## config.mk

```make
export PLATFORM = sky130hd
export DESIGN_NAME = trig_csr_bank
export DESIGN_NICKNAME = d
export VERILOG_FILES = /design/src/rtl/trig_pkg.sv /design/src/rtl/trig_ctrl_legal.sv /design/src/rtl/trig_slot.sv /design/src/rtl/trig_csr_bank.sv
export SDC_FILE = /design/constraint.sdc
export NUM_CORES = 1
export LEC_CHECK = 0
export BUFFER_PORTS_ARGS = -buffer_cell sky130_fd_sc_hd__buf_2
export CAP_MARGIN = 20
export CORE_AREA = 4 4 168 170
export CTS_CLUSTER_SIZE = 40
export DETAILED_ROUTE_END_ITERATION = 6
export DIE_AREA = 0 0 172 174
export GPL_TIMING_DRIVEN = 0
export PLACE_DENSITY = 0.85
export RECOVER_POWER = 50
export SLEW_MARGIN = 5
export SYNTH_ARGS = -nofsm -noshare
export SYNTH_HDL_FRONTEND = slang
export SYNTH_SLANG_ARGS = --single-unit
export TNS_END_PERCENT = 50
```

## constraint.sdc

```tcl
create_clock -name clk_i -period 2.58 [get_ports clk_i]
set_input_delay 0.516 -clock clk_i [delete_from_list [all_inputs] [get_ports clk_i]]
set_output_delay 0.516 -clock clk_i [all_outputs]
set_load 0.01 [all_outputs]
```

## src/rtl/trig_pkg.sv

```systemverilog
package trig_pkg;
  typedef enum logic [1:0] {
    CSR_SEL  = 2'd0,
    CSR_CTRL = 2'd1,
    CSR_ADDR = 2'd2,
    CSR_AUX  = 2'd3
  } csr_sel_e;

  localparam logic [3:0] KIND_ADDR_MATCH = 4'd2;
  localparam logic [6:0] KEEP_LOW_MASK   = 7'h5f;
  localparam int         SZLO_LSB        = 16;
  localparam int         SZHI_LSB        = 21;

  function automatic logic size_code_ok(logic [3:0] code);
    return (code <= 4'd3) || (code == 4'd5);
  endfunction
endpackage

```

## src/rtl/trig_ctrl_legal.sv

```systemverilog
module trig_ctrl_legal
  import trig_pkg::*;
#(
  parameter int XLEN = 64
) (
  input  logic [XLEN-1:0] raw_i,
  output logic [XLEN-1:0] legal_o
);
  logic [3:0] code;
  logic       ok;

  generate
    if (XLEN == 64) begin : g_wide
      assign code = {raw_i[SZHI_LSB+1:SZHI_LSB], raw_i[SZLO_LSB+1:SZLO_LSB]};
    end else begin : g_narrow
      assign code = {2'b00, raw_i[SZLO_LSB+1:SZLO_LSB]};
    end
  endgenerate

  assign ok = size_code_ok(code);

  always_comb begin
    legal_o = '0;
    legal_o[XLEN-1 -: 4] = KIND_ADDR_MATCH;
    legal_o[6:0] = raw_i[6:0] & KEEP_LOW_MASK;
    if (ok) begin
      legal_o[SZLO_LSB+1:SZLO_LSB] = raw_i[SZLO_LSB+1:SZLO_LSB];
      if (XLEN == 64) legal_o[SZHI_LSB+1:SZHI_LSB] = raw_i[SZHI_LSB+1:SZHI_LSB];
    end
  end
endmodule

```

## src/rtl/trig_slot.sv

```systemverilog
module trig_slot
  import trig_pkg::*;
#(
  parameter int XLEN = 64
) (
  input  logic            clk_i,
  input  logic            rst_ni,
  input  logic            wr_ctrl_i,
  input  logic            wr_addr_i,
  input  logic [XLEN-1:0] ctrl_d_i,
  input  logic [XLEN-1:0] addr_d_i,
  output logic [XLEN-1:0] ctrl_o,
  output logic [XLEN-1:0] addr_o,
  output logic            rearm_o
);
  localparam logic [XLEN-1:0] CTRL_RST = {KIND_ADDR_MATCH, {(XLEN-4){1'b0}}};

  logic ctrl_chg, addr_chg;

  assign ctrl_chg = wr_ctrl_i && (ctrl_d_i != ctrl_o);
  assign addr_chg = wr_addr_i && (addr_d_i != addr_o);

  always_ff @(posedge clk_i or negedge rst_ni) begin
    if (!rst_ni) begin
      ctrl_o  <= CTRL_RST;
      addr_o  <= '0;
      rearm_o <= 1'b0;
    end else begin
      if (ctrl_chg) ctrl_o <= ctrl_d_i;
      if (addr_chg) addr_o <= addr_d_i;
      rearm_o <= ctrl_chg || addr_chg;
    end
  end

  AST_KIND_FIXED: assert property (@(posedge clk_i) disable iff (!rst_ni)
    ctrl_o[XLEN-1 -: 4] == KIND_ADDR_MATCH && !ctrl_o[XLEN-5]);
  AST_HOLE_ZERO: assert property (@(posedge clk_i) disable iff (!rst_ni)
    !ctrl_o[5] && ctrl_o[15:7] == '0 && ctrl_o[20:18] == '0);
  AST_SIZE_OK: assert property (@(posedge clk_i) disable iff (!rst_ni)
    size_code_ok({(XLEN == 64) ? ctrl_o[22:21] : 2'b00, ctrl_o[17:16]}));
  AST_REARM_CAUSE: assert property (@(posedge clk_i) disable iff (!rst_ni)
    rearm_o |-> (ctrl_o != $past(ctrl_o)) || (addr_o != $past(addr_o)));
  AST_REARM_SHORT: assert property (@(posedge clk_i) disable iff (!rst_ni)
    (rearm_o && !ctrl_chg && !addr_chg) |=> !rearm_o);
endmodule

```

## src/rtl/trig_csr_bank.sv

```systemverilog
module trig_csr_bank
  import trig_pkg::*;
#(
  parameter int XLEN     = 64,
  parameter int NUM_TRIG = 2
) (
  input  logic                     clk_i,
  input  logic                     rst_ni,
  input  logic                     csr_we_i,
  input  logic [1:0]               csr_addr_i,
  input  logic [XLEN-1:0]          csr_wdata_i,
  output logic [XLEN-1:0]          csr_rdata_o,
  output logic                     csr_avail_o,
  output logic [NUM_TRIG*XLEN-1:0] trig_ctrl_o,
  output logic [NUM_TRIG*XLEN-1:0] trig_addr_o,
  output logic [NUM_TRIG-1:0]      trig_rearm_o
);
  localparam int IDXW = (NUM_TRIG > 1) ? $clog2(NUM_TRIG) : 1;

  csr_sel_e                       acc;
  logic [XLEN-1:0]                sel_q;
  logic                           in_range;
  logic [IDXW-1:0]                idx;
  logic [XLEN-1:0]                ctrl_legal;
  logic [NUM_TRIG-1:0][XLEN-1:0]  ctrl_q, addr_q;

  assign acc      = csr_sel_e'(csr_addr_i);
  assign in_range = sel_q < XLEN'(NUM_TRIG);
  assign idx      = sel_q[IDXW-1:0];

  always_ff @(posedge clk_i or negedge rst_ni) begin
    if (!rst_ni) sel_q <= '0;
    else if (csr_we_i && acc == CSR_SEL) sel_q <= csr_wdata_i;
  end

  trig_ctrl_legal #(.XLEN(XLEN)) u_legal (
    .raw_i   (csr_wdata_i),
    .legal_o (ctrl_legal)
  );

  for (genvar t = 0; t < NUM_TRIG; t++) begin : g_slot
    logic hit;
    assign hit = csr_we_i && in_range && (idx == IDXW'(t));
    trig_slot #(.XLEN(XLEN)) u_slot (
      .clk_i     (clk_i),
      .rst_ni    (rst_ni),
      .wr_ctrl_i (hit && acc == CSR_CTRL),
      .wr_addr_i (hit && acc == CSR_ADDR),
      .ctrl_d_i  (ctrl_legal),
      .addr_d_i  (csr_wdata_i),
      .ctrl_o    (ctrl_q[t]),
      .addr_o    (addr_q[t]),
      .rearm_o   (trig_rearm_o[t])
    );
    assign trig_ctrl_o[t*XLEN +: XLEN] = ctrl_q[t];
    assign trig_addr_o[t*XLEN +: XLEN] = addr_q[t];
  end

  always_comb begin
    csr_rdata_o = '0;
    csr_avail_o = 1'b0;
    unique case (acc)
      CSR_SEL: begin
        csr_rdata_o = sel_q;
        csr_avail_o = 1'b1;
      end
      CSR_CTRL: if (in_range) begin
        csr_rdata_o = ctrl_q[idx];
        csr_avail_o = 1'b1;
      end
      CSR_ADDR: if (in_range) begin
        csr_rdata_o = addr_q[idx];
        csr_avail_o = 1'b1;
      end
      default: ;
    endcase
  end

  AST_SEL_HOLD: assert property (@(posedge clk_i) disable iff (!rst_ni)
    !(csr_we_i && acc == CSR_SEL) |=> $stable(sel_q));
  AST_OOR_QUIET: assert property (@(posedge clk_i) disable iff (!rst_ni)
    !in_range |=> $stable(ctrl_q) && $stable(addr_q));
  AST_OOR_NO_PULSE: assert property (@(posedge clk_i) disable iff (!rst_ni)
    !in_range |=> trig_rearm_o == '0);
  AST_AUX_ABSENT: assert property (@(posedge clk_i) disable iff (!rst_ni)
    acc == CSR_AUX |-> !csr_avail_o && csr_rdata_o == '0);
endmodule

```

# Word level (Yosys, flattened, before mapping)

Index checks and enable logic that the tools add are counted.

Flip-flop bits (word level): 214
Word-level logic and storage cells: 46

Order comparisons: 3
Equality and inequality tests: 7
Mux-type cells: 11
Bitwise gates (word level): 1
Reduce and logical (&&, ||, !) cells: 17

Operator list:

| cell                                                                          | number |
|---|---|
| 64-bit 2-to-1 mux                                                             | 5 |
| 64-bit one-hot mux with 3 select lines                                        | 1 |
| 64-bit != test                                                                | 2 |
| 64-bit by 2-bit less-than comparator with 1-bit output, second input constant | 1 |
| 23-bit 2-to-1 mux                                                             | 1 |
| 10-bit != test                                                                | 2 |
| 1-bit logical AND                                                             | 12 |
| 4-bit by 3-bit equality test with 1-bit output, second input constant         | 1 |
| 4-bit by 2-bit <= comparator with 1-bit output, second input constant         | 1 |
| 2-bit 2-to-1 mux                                                              | 2 |
| 1-bit logical OR                                                              | 3 |
| 2-bit by 1-bit equality test with 1-bit output, second input constant         | 1 |
| 2-bit equality test, second input constant                                    | 1 |
| 2-bit logical NOT                                                             | 1 |
| 1-bit by 2-bit less-than comparator with 1-bit output, second input constant  | 1 |
| 1-bit one-hot mux with 2 select lines                                         | 1 |
| 2-bit OR reduction                                                            | 1 |
| 1-bit 2-to-1 mux                                                              | 1 |
| 1-bit inverter                                                                | 1 |

# Longest topological paths before layout

Gate-level depths: netlist of the first run.

Depth in word-level cells: 6
Gate-level depth with buffers: 9
Depth with buffers taken out: 6

# Modules after synthesis

Synthesis of the first run repeated with hierarchy kept, for this count alone.

Cell total of the unflattened synthesis: 1,499
Area total of the unflattened synthesis: 19,288.5 µm²

By module, submodules not included:

| module          | times used | cells an instance | area each (µm²) | seq. area each (µm²) |
|---|---|---|---|---|
| trig_slot       | 2          | 444               | 6,693.9         | 3,229.3 |
| trig_csr_bank   | 1          | 544               | 5,396.4         | 1,601.5 |
| trig_ctrl_legal | 1          | 67                | 504.2           | 0.0 |

# Worst setup path after synthesis of the first run

OpenSTA, ideal clock, no wires.

Path type: register -> output
Start point: register sel_q[5]
End point: output csr_rdata_o[11]
Arrival: 2.027 ns
Path slack: 0.037 ns
Stages on the path, launching flop included: 9
Buffers on the path: 2
Path through: dfrtp_1 nor4_1 nand4_1 nor4_4 and2_2 buf_2 clkbuf_1 a22oi_1 nor2_1

Word-level cells in the longest chain between the ends: 3
Elaborated cells between the ends (all ways): 4
Those cells by class: 1 x order compare; 3 x mux

Ends and longest elaborated chain:

| element                                                  | RTL line                                 | source |
|---|---|---|
| from (decl)                                              | trig_csr_bank.sv:21                      | `logic [XLEN-1:0] sel_q;` |
| from (signal assigned)                                   | trig_csr_bank.sv:33                      | `else if (csr_we_i && acc == CSR_SEL) sel_q <= csr_wdata_i;` |
| 64-bit by 2-bit less-than comparator with 1-bit output * | trig_csr_bank.sv:28                      | `assign in_range = sel_q < XLEN'(NUM_TRIG);` |
| 64-bit 2-to-1 mux (on tied branches)                     | trig_csr_bank.sv:71, trig_csr_bank.sv:67 |  |
| 64-bit one-hot mux with 3 select lines *                 | trig_csr_bank.sv:62                      | `unique case (acc)` |
| to (decl)                                                | trig_csr_bank.sv:12                      | `output logic [XLEN-1:0] csr_rdata_o,` |

Mark *: on every way between the ends. The rest lies on a longest branch, timed or not.

# Worst setup path after layout of the first run

Start point: register sel_q[60]
End point: output csr_rdata_o[16]

The elaborated chain is that of the path after synthesis.

==> qor.txt, run 1 <==
Outcome = finished with violations
Failing checks = capacitance limit, slew limit, setup timing
Vias in the first global route = 10749
Routed wire length = 50000 µm
Kind of critical path = reg2out
Port bufs = 273
DRC = 0
Clock tree buffer depth = 3
Root buffer cell = clkbuf_16
Max Slew Vio Count = 64
Grt ovf = 0
Dominant cells by area after synthesis = dfrtp_1, mux2_2, xnor2_1
Clock-pin transition on the worst setup and hold timing paths = 60 ps
Reg power frac = 42.3%
Max cap viols = 1
Post-Synthesis Cell Area = 12700 µm²
# rows = 60
Die Y = 174 µm
Drt pass-1 iters = 5
P_int = 6.46 mW
Core area = 26700 µm²
Antenna Nets Post-Route = 0
Nets = 1582
Fillers = 2036
Cts bufs inserted = 25
Clock power frac = 41.7%
Final Cycle Share = 137%
Starting Density = 47.6%
GR Util met2 = 50.7%
CTS H-Tree Depth = 1
CP required = 2060 ps
DP Area = 15000 µm²
Final hold vios = 0
Dpl cells = 1784
Synth-to-layout area growth = 32.1%
Gr usage total = 31.2%
DP HPWL = 35800 µm
Vias per cell = 5.79
DR WL/cell = 26.7 µm
Clock sink count = 214
Worst vdd ir = 0.417 mV
Final setup margin = -966 ps
Fin Clk Skew = 26.4 ps
RSZ-0062 raised after global routing = true
I/O pins = 392
Register area = 5360 µm²
Register area share after synthesis = 42.1%
Sw Pwr = 2.52 mW
Crit path DAT = 3030 ps
Sw Share = 28.1%
Multi-input logic area = 6920 µm²
Largest net degree at the start of global routing = 92
Worst reg-to-reg setup slack = -520 ps
CP endpoint kind = primary output
Final GP Congestion = 0.954
Initial antenna violation count = 7
Met3 usage = 7.82%
Grt met1 use = 38.7%
Synth Area per Inst = 12.0 µm²
Finished Layout Cells = 1875
Synth area leader = dfrtp_1
Synth Instances = 1062
Yosys warns = 0
Most Crowded Layer GR = met2
Setup violations, final = 303
Crit start category = flip-flop
CP Max Fanout = 10
DIE WIDTH = 172 µm
Hold WC Path Type = in2reg
Power Dens Cells = 534 nW/µm²
1st-iter DRT viols = 1039
Slew Limit Headroom = -7.46%
Leakage = 8.10 nW
Fraction of layout instances using a drive strength above 1 = 48.3%
Post-synth top area share = 42.1%
Die area = 29900 µm²
Via count = 10865
Post-layout instance area = 16800 µm²
First-pass GRT wire length = 70000 µm
Logic pwr share = 16.0%
Synthesized flop and latch total = 214
Clk_lat worst skew = 540 ps
CTS tree = done
Fmax = 0.282 GHz
Slew of the pin with the lowest slew margin = 1610 ps
Cell variety after synth = 41
Min Tclk post-route = 3550 ps
==> synthesized netlist by cell type <==
master / number
nor2b_1: 5
xnor2_1: 130
nor4_1: 24
buf_6: 1
o211ai_1: 1
a22oi_1: 65
buf_2: 12
mux2_4: 60
and3_4: 1
o21ai_0: 3
o21bai_1: 1
or4_1: 1
buf_1: 1
nand2_1: 13
nand3b_2: 1
nor4_2: 1
and3b_1: 1
mux2i_1: 1
conb_1: 2
buf_4: 110
nor3b_1: 1
xor2_1: 12
and3_1: 1
nor3_1: 2
inv_1: 2
clkbuf_1: 41
and2_2: 2
and3_2: 1
ha_1: 4
nand4_1: 39
buf_12: 6
nand2b_1: 1
nand3_4: 1
mux2_1: 11
nor2_1: 58
nand3_2: 1
dfrtp_1: 214
nor4_4: 1
a21oi_1: 15
mux2_2: 212
and2_1: 3
==> routing by layer <==
metal / vias up / routed length (µm)
li1: 4469 / -
met1: 5329 / 17700
met2: 845 / 23300
met3: 218 / 5780
met4: 4 / 3150
met5: - / 25
==> final cells by class <==
type,count,area share [%]
multi-input combinational,782,41.2
clock buffer,40,4.48
buffer,168,7.91
sequential,214,31.9
clock inverter,6,0.648
antenna,6,0.0894
timing repair buffer,316,11.2
inverter,2,0.0447
tap,341,2.54
==> power groups by stage <==
stage          logic (mW)  registers [mW]  clock network, mW
3_3_place_gp         1.26            3.79                  0
3_5_place_dp         1.31            3.80                  0
2_1_floorplan       0.815            3.72                  0
6_report             1.44            3.80               3.74
5_1_grt              1.51            3.80               3.88
4_1_cts              1.37            3.76               3.74
==> state kept, by name, summed over array words and instances (netlist names) <==
| name | flops |
|---|---|
| g_slot.u_slot.rearm_o | 2 |
| g_slot.u_slot.addr_o | 128 |
| sel_q | 64 |
| g_slot.u_slot.ctrl_o | 20 |
==> critical path: stages, from the launching register on <==
cell and delay [ps]:
dfrtp_1 440, nor4_4 350, nand4_1 350, nor4_4 280, and2_4 290, buf_4 240, a22oi_1 110, a21oi_1 220
buf_2 200
==> stage by stage <==
step | setup TNS [ps] | setup WS [ps] | hold slack, ps | power [mW] | utilization [%]
2_1_floorplan | 0 | 36.7 | 220 | 4.54 | -
3_3_place_gp | -709460 | -2640 | 514 | 5.05 | 55.8
3_5_place_dp | -153140 | -1420 | 486 | 5.11 | 56.0
4_1_cts | -77870 | -790 | 282 | 8.88 | 62.3
5_1_grt | -153920 | -1020 | 292 | 9.20 | 62.8
6_report | -114440 | -966 | 288 | 8.98 | 62.8
==> path summary, 6_finish.rpt <==
kind / startpoint / end / depth (start not counted)
setup / recovery: sel_q[60] / csr_rdata_o[16] / 8
hold / removal: csr_wdata_i[50] / g_slot[0].u_slot.addr_o[50] / 2
setup reg to reg: sel_q[60] / g_slot[0].u_slot.addr_o[13] / 13
hold reg to reg: sel_q[24] / sel_q[24] / 1
max in group asynchronous: rst_ni / g_slot[0].u_slot.ctrl_o[1] / 4
min in group asynchronous: rst_ni / g_slot[1].u_slot.addr_o[40] / 2
==> what timing repair did <==
action / 4_1_cts / 5_1_grt
endpoints found under the setup margin: 213 / 213
hold buffers: 1 / 0
cloned: 7 / 4
pin swaps: 21 / 15
buffers inserted: 23 / 11
gates resized for setup: 100 / 44
hold endpoints to repair: 62 / 0
==> placed cells by master, fill, tap and decap left out, types with 3 or more instances in the layout <==
cell type  instances
mux2_1             6
clkbuf_16         31
buf_12            19
a21oi_1           14
nor4_4             3
nand4_1           39
nor2_2            14
a22oi_2           20
nand3_4            3
mux2_4            70
buf_2            180
buf_4            129
mux2_2           207
clkbuf_8           8
xnor2_2            3
and2_1             3
clkbuf_1         128
buf_6             10
clkbuf_2           9
nor2_1            43
buf_8              4
nor4_2             7
xor2_1            12
nor4_1            16
bufinv_16          3
nand2_1           13
xnor2_1          127
a22oi_1           45
conb_1           108
diode_2            6
dfrtp_1          214
nor2b_1            4
buf_16             4
ha_1               4
==> logic make-up after synthesis <==
group | synth area share, %
xor+xnor | 9.78
simple gates | 6.79
buf+inv | 9.30
fa+ha+maj | 0.394
other cells | 0.0591
mux | 26.9
flops | 42.1
compound gates | 4.66
(Power assumes the default switching activity.)
==> run 2, diff against run 1 <==
CORE_AREA = 4 4 129 223   (was 4 4 168 170)
DIE_AREA = 0 0 133 227   (was 0 0 172 174)
PLACE_DENSITY = 0.84   (was 0.85)
clock period = 3.72 ns   (was 2.58 ns; I/O delays follow)
==> qor.txt, run 2 (same netlist as run 1, synthesis figures left out) <==
Outcome = finished with violations
Failing checks = capacitance limit, slew limit
Hold WC Path Type = in2reg
DIE WIDTH = 133 µm
Core area = 26800 µm²
Slew of the pin with the lowest slew margin = 2600 ps
Crit path DAT = 2960 ps
Clock-pin transition on the worst setup and hold timing paths = 70 ps
First-pass GRT wire length = 68000 µm
CP required = 2980 ps
Final hold vios = 0
Initial antenna violation count = 5
Die Y = 227 µm
Port bufs = 273
Gr usage total = 30.4%
Most common cell after layout, fill and taps aside = dfrtp_1
Leakage = 7.58 nW
Drt pass-1 iters = 5
Setup TNS = 0 ps
Grt ovf = 0
Final Cycle Share = 99.7%
Vias in the first global route = 10142
CTS H-Tree Depth = 1
# rows = 79
DR WL/cell = 26.1 µm
Critical path's slowest cell = clkbuf_1
Routed wire length = 48200 µm
Vias per cell = 5.56
Clock tree buffer depth = 3
DRC = 0
Fillers = 2259
Cts bufs inserted = 21
Worst path cell trace = clkbuf_1 > ha_1 > clkbuf_1 > clkbuf_1 > nor2_1 > buf_2
Clk_lat worst skew = 520 ps
Fraction of layout instances using a drive strength above 1 = 43.3%
Max cap viols = 1
Slew Limit Headroom = -73.0%
Max FFs per register = 128
Final setup margin = 11.2 ps
Root buffer cell = clkbuf_16
CP endpoint kind = primary output
CP dominant cell by count = clkbuf_1
Pre-CTS setup slack = -432 ps
Most frequent cells in the layout = dfrtp_1, mux2_2, buf_2
Critical Path Max Stage Delay = 730 ps
Min Tclk post-route = 3710 ps
RSZ-0062 raised after global routing = false
Nets = 1537
Setup violations, final = 0
I/O pins = 392
Fmax = 0.270 GHz
Starting Density = 47.5%
DP HPWL = 37700 µm
CP Max Fanout = 10
Biggest regs = g_slot.u_slot.addr_o x128, sel_q x64, g_slot.u_slot.ctrl_o x20
Power Dens Cells = 367 nW/µm²
Max Slew Vio Count = 101
Largest Register = g_slot.u_slot.addr_o
Die area = 30200 µm²
Via count = 10270
Clock sink count = 214
Largest net degree at the start of global routing = 116
Final GP Congestion = 0.935
Worst Path Buf+Inv = 4
Crit start category = input port
Kind of critical path = in2out
Synth-to-layout area growth = 23.2%
Worst vdd ir = 0.355 mV
CTS tree = done
Overall Power = 5.75 mW
Family with the most delay on the worst path = buffers and inverters
Antenna Nets Post-Route = 0
Fin Clk Skew = 8.77 ps
1st-iter DRT viols = 786
## run 2: cell types whose count changed in the layout (fill, tap and decap cells not counted), moves of 5 or more
cell / delta
mux2_1: +5
nor2_2: -11
mux2_4: -10
buf_12: -13
buf_4: -16
a22oi_1: +20
nor2_1: +12
clkbuf_16: -10
clkbuf_1: +6
buf_6: -7
mux2_2: +5
a22oi_2: -20
## run 2: per-stage QoR
step           hold slack, ps  utilization, %  cells  cell area (µm²)
2_1_floorplan             448               -   1168            13100
3_5_place_dp              526            55.9   1806            15000
3_3_place_gp              512            55.8   1805            14900
5_1_grt                   547            58.5   1846            15700
4_1_cts                   304            59.0   1841            15800
6_report                  533            58.5   1847            15700
## run 2: routing by layer
layer  wire, µm  global-route usage, %
met2      24500                   54.5
met3       3940                   5.53
met1      15600                   31.6
met5          0                      0
met4       4140                   22.6
## run 2: where the power goes
| part | switching, mW | leakage (nW) | total [mW] | internal, mW |
|---|---|---|---|---|
| logic | 0.536 | 4.38 | 0.933 | 0.397 |
| clock network | 0.934 | 0.345 | 2.18 | 1.24 |
| registers | 0.178 | 2.85 | 2.64 | 2.46 |
## run 2: final cells by class
| class | count | area, µm² | share of cell area [%] |
|---|---|---|---|
| multi-input combinational | 781 | 6670 | 42.6 |
| sequential | 214 | 5360 | 34.2 |
| timing repair buffer | 275 | 1250 | 8.01 |
| buffer | 169 | 1220 | 7.79 |
| clock buffer | 30 | 629 | 4.02 |
| tap | 364 | 455 | 2.91 |
| clock inverter | 6 | 58.8 | 0.375 |
| antenna | 6 | 15.0 | 0.0958 |
| inverter | 2 | 7.51 | 0.0479 |
## run 2: worst register-to-register path: cells and delay by family (launching register included)
| family | cells | cell delay [ps] |
|---|---|---|
| AND/OR/NAND/NOR | 4 | 1560 |
| flip-flops | 1 | 420 |
| XOR/XNOR | 1 | 360 |
| buffers and inverters | 1 | 410 |
| multiplexers | 1 | 390 |
## run 2: timing repair
| item | 4_1_cts | 5_1_grt |
|---|---|---|
| hold buffers | 0 | 0 |
| buffers inserted | 1 | 0 |
| pin swaps | 4 | 1 |
| hold endpoints to repair | 0 | 0 |
| setup endpoints to repair | 64 | 24 |
| resized for setup | 35 | 10 |
## run 2: worst paths after layout
check | start | slack (ps) | cells after the start | to
setup / recovery | csr_addr_i[0] | 10 | 6 | csr_rdata_o[19]
hold / removal | csr_wdata_i[13] | 530 | 2 | g_slot[1].u_slot.addr_o[13]
setup reg to reg | g_slot[1].u_slot.addr_o[60] | 480 | 7 | g_slot[1].u_slot.addr_o[56]
hold reg to reg | sel_q[26] | 550 | 1 | sel_q[26]
max in group asynchronous | rst_ni | 640 | 2 | g_slot[1].u_slot.rearm_o
min in group asynchronous | rst_ni | 990 | 1 | g_slot[0].u_slot.addr_o[4]
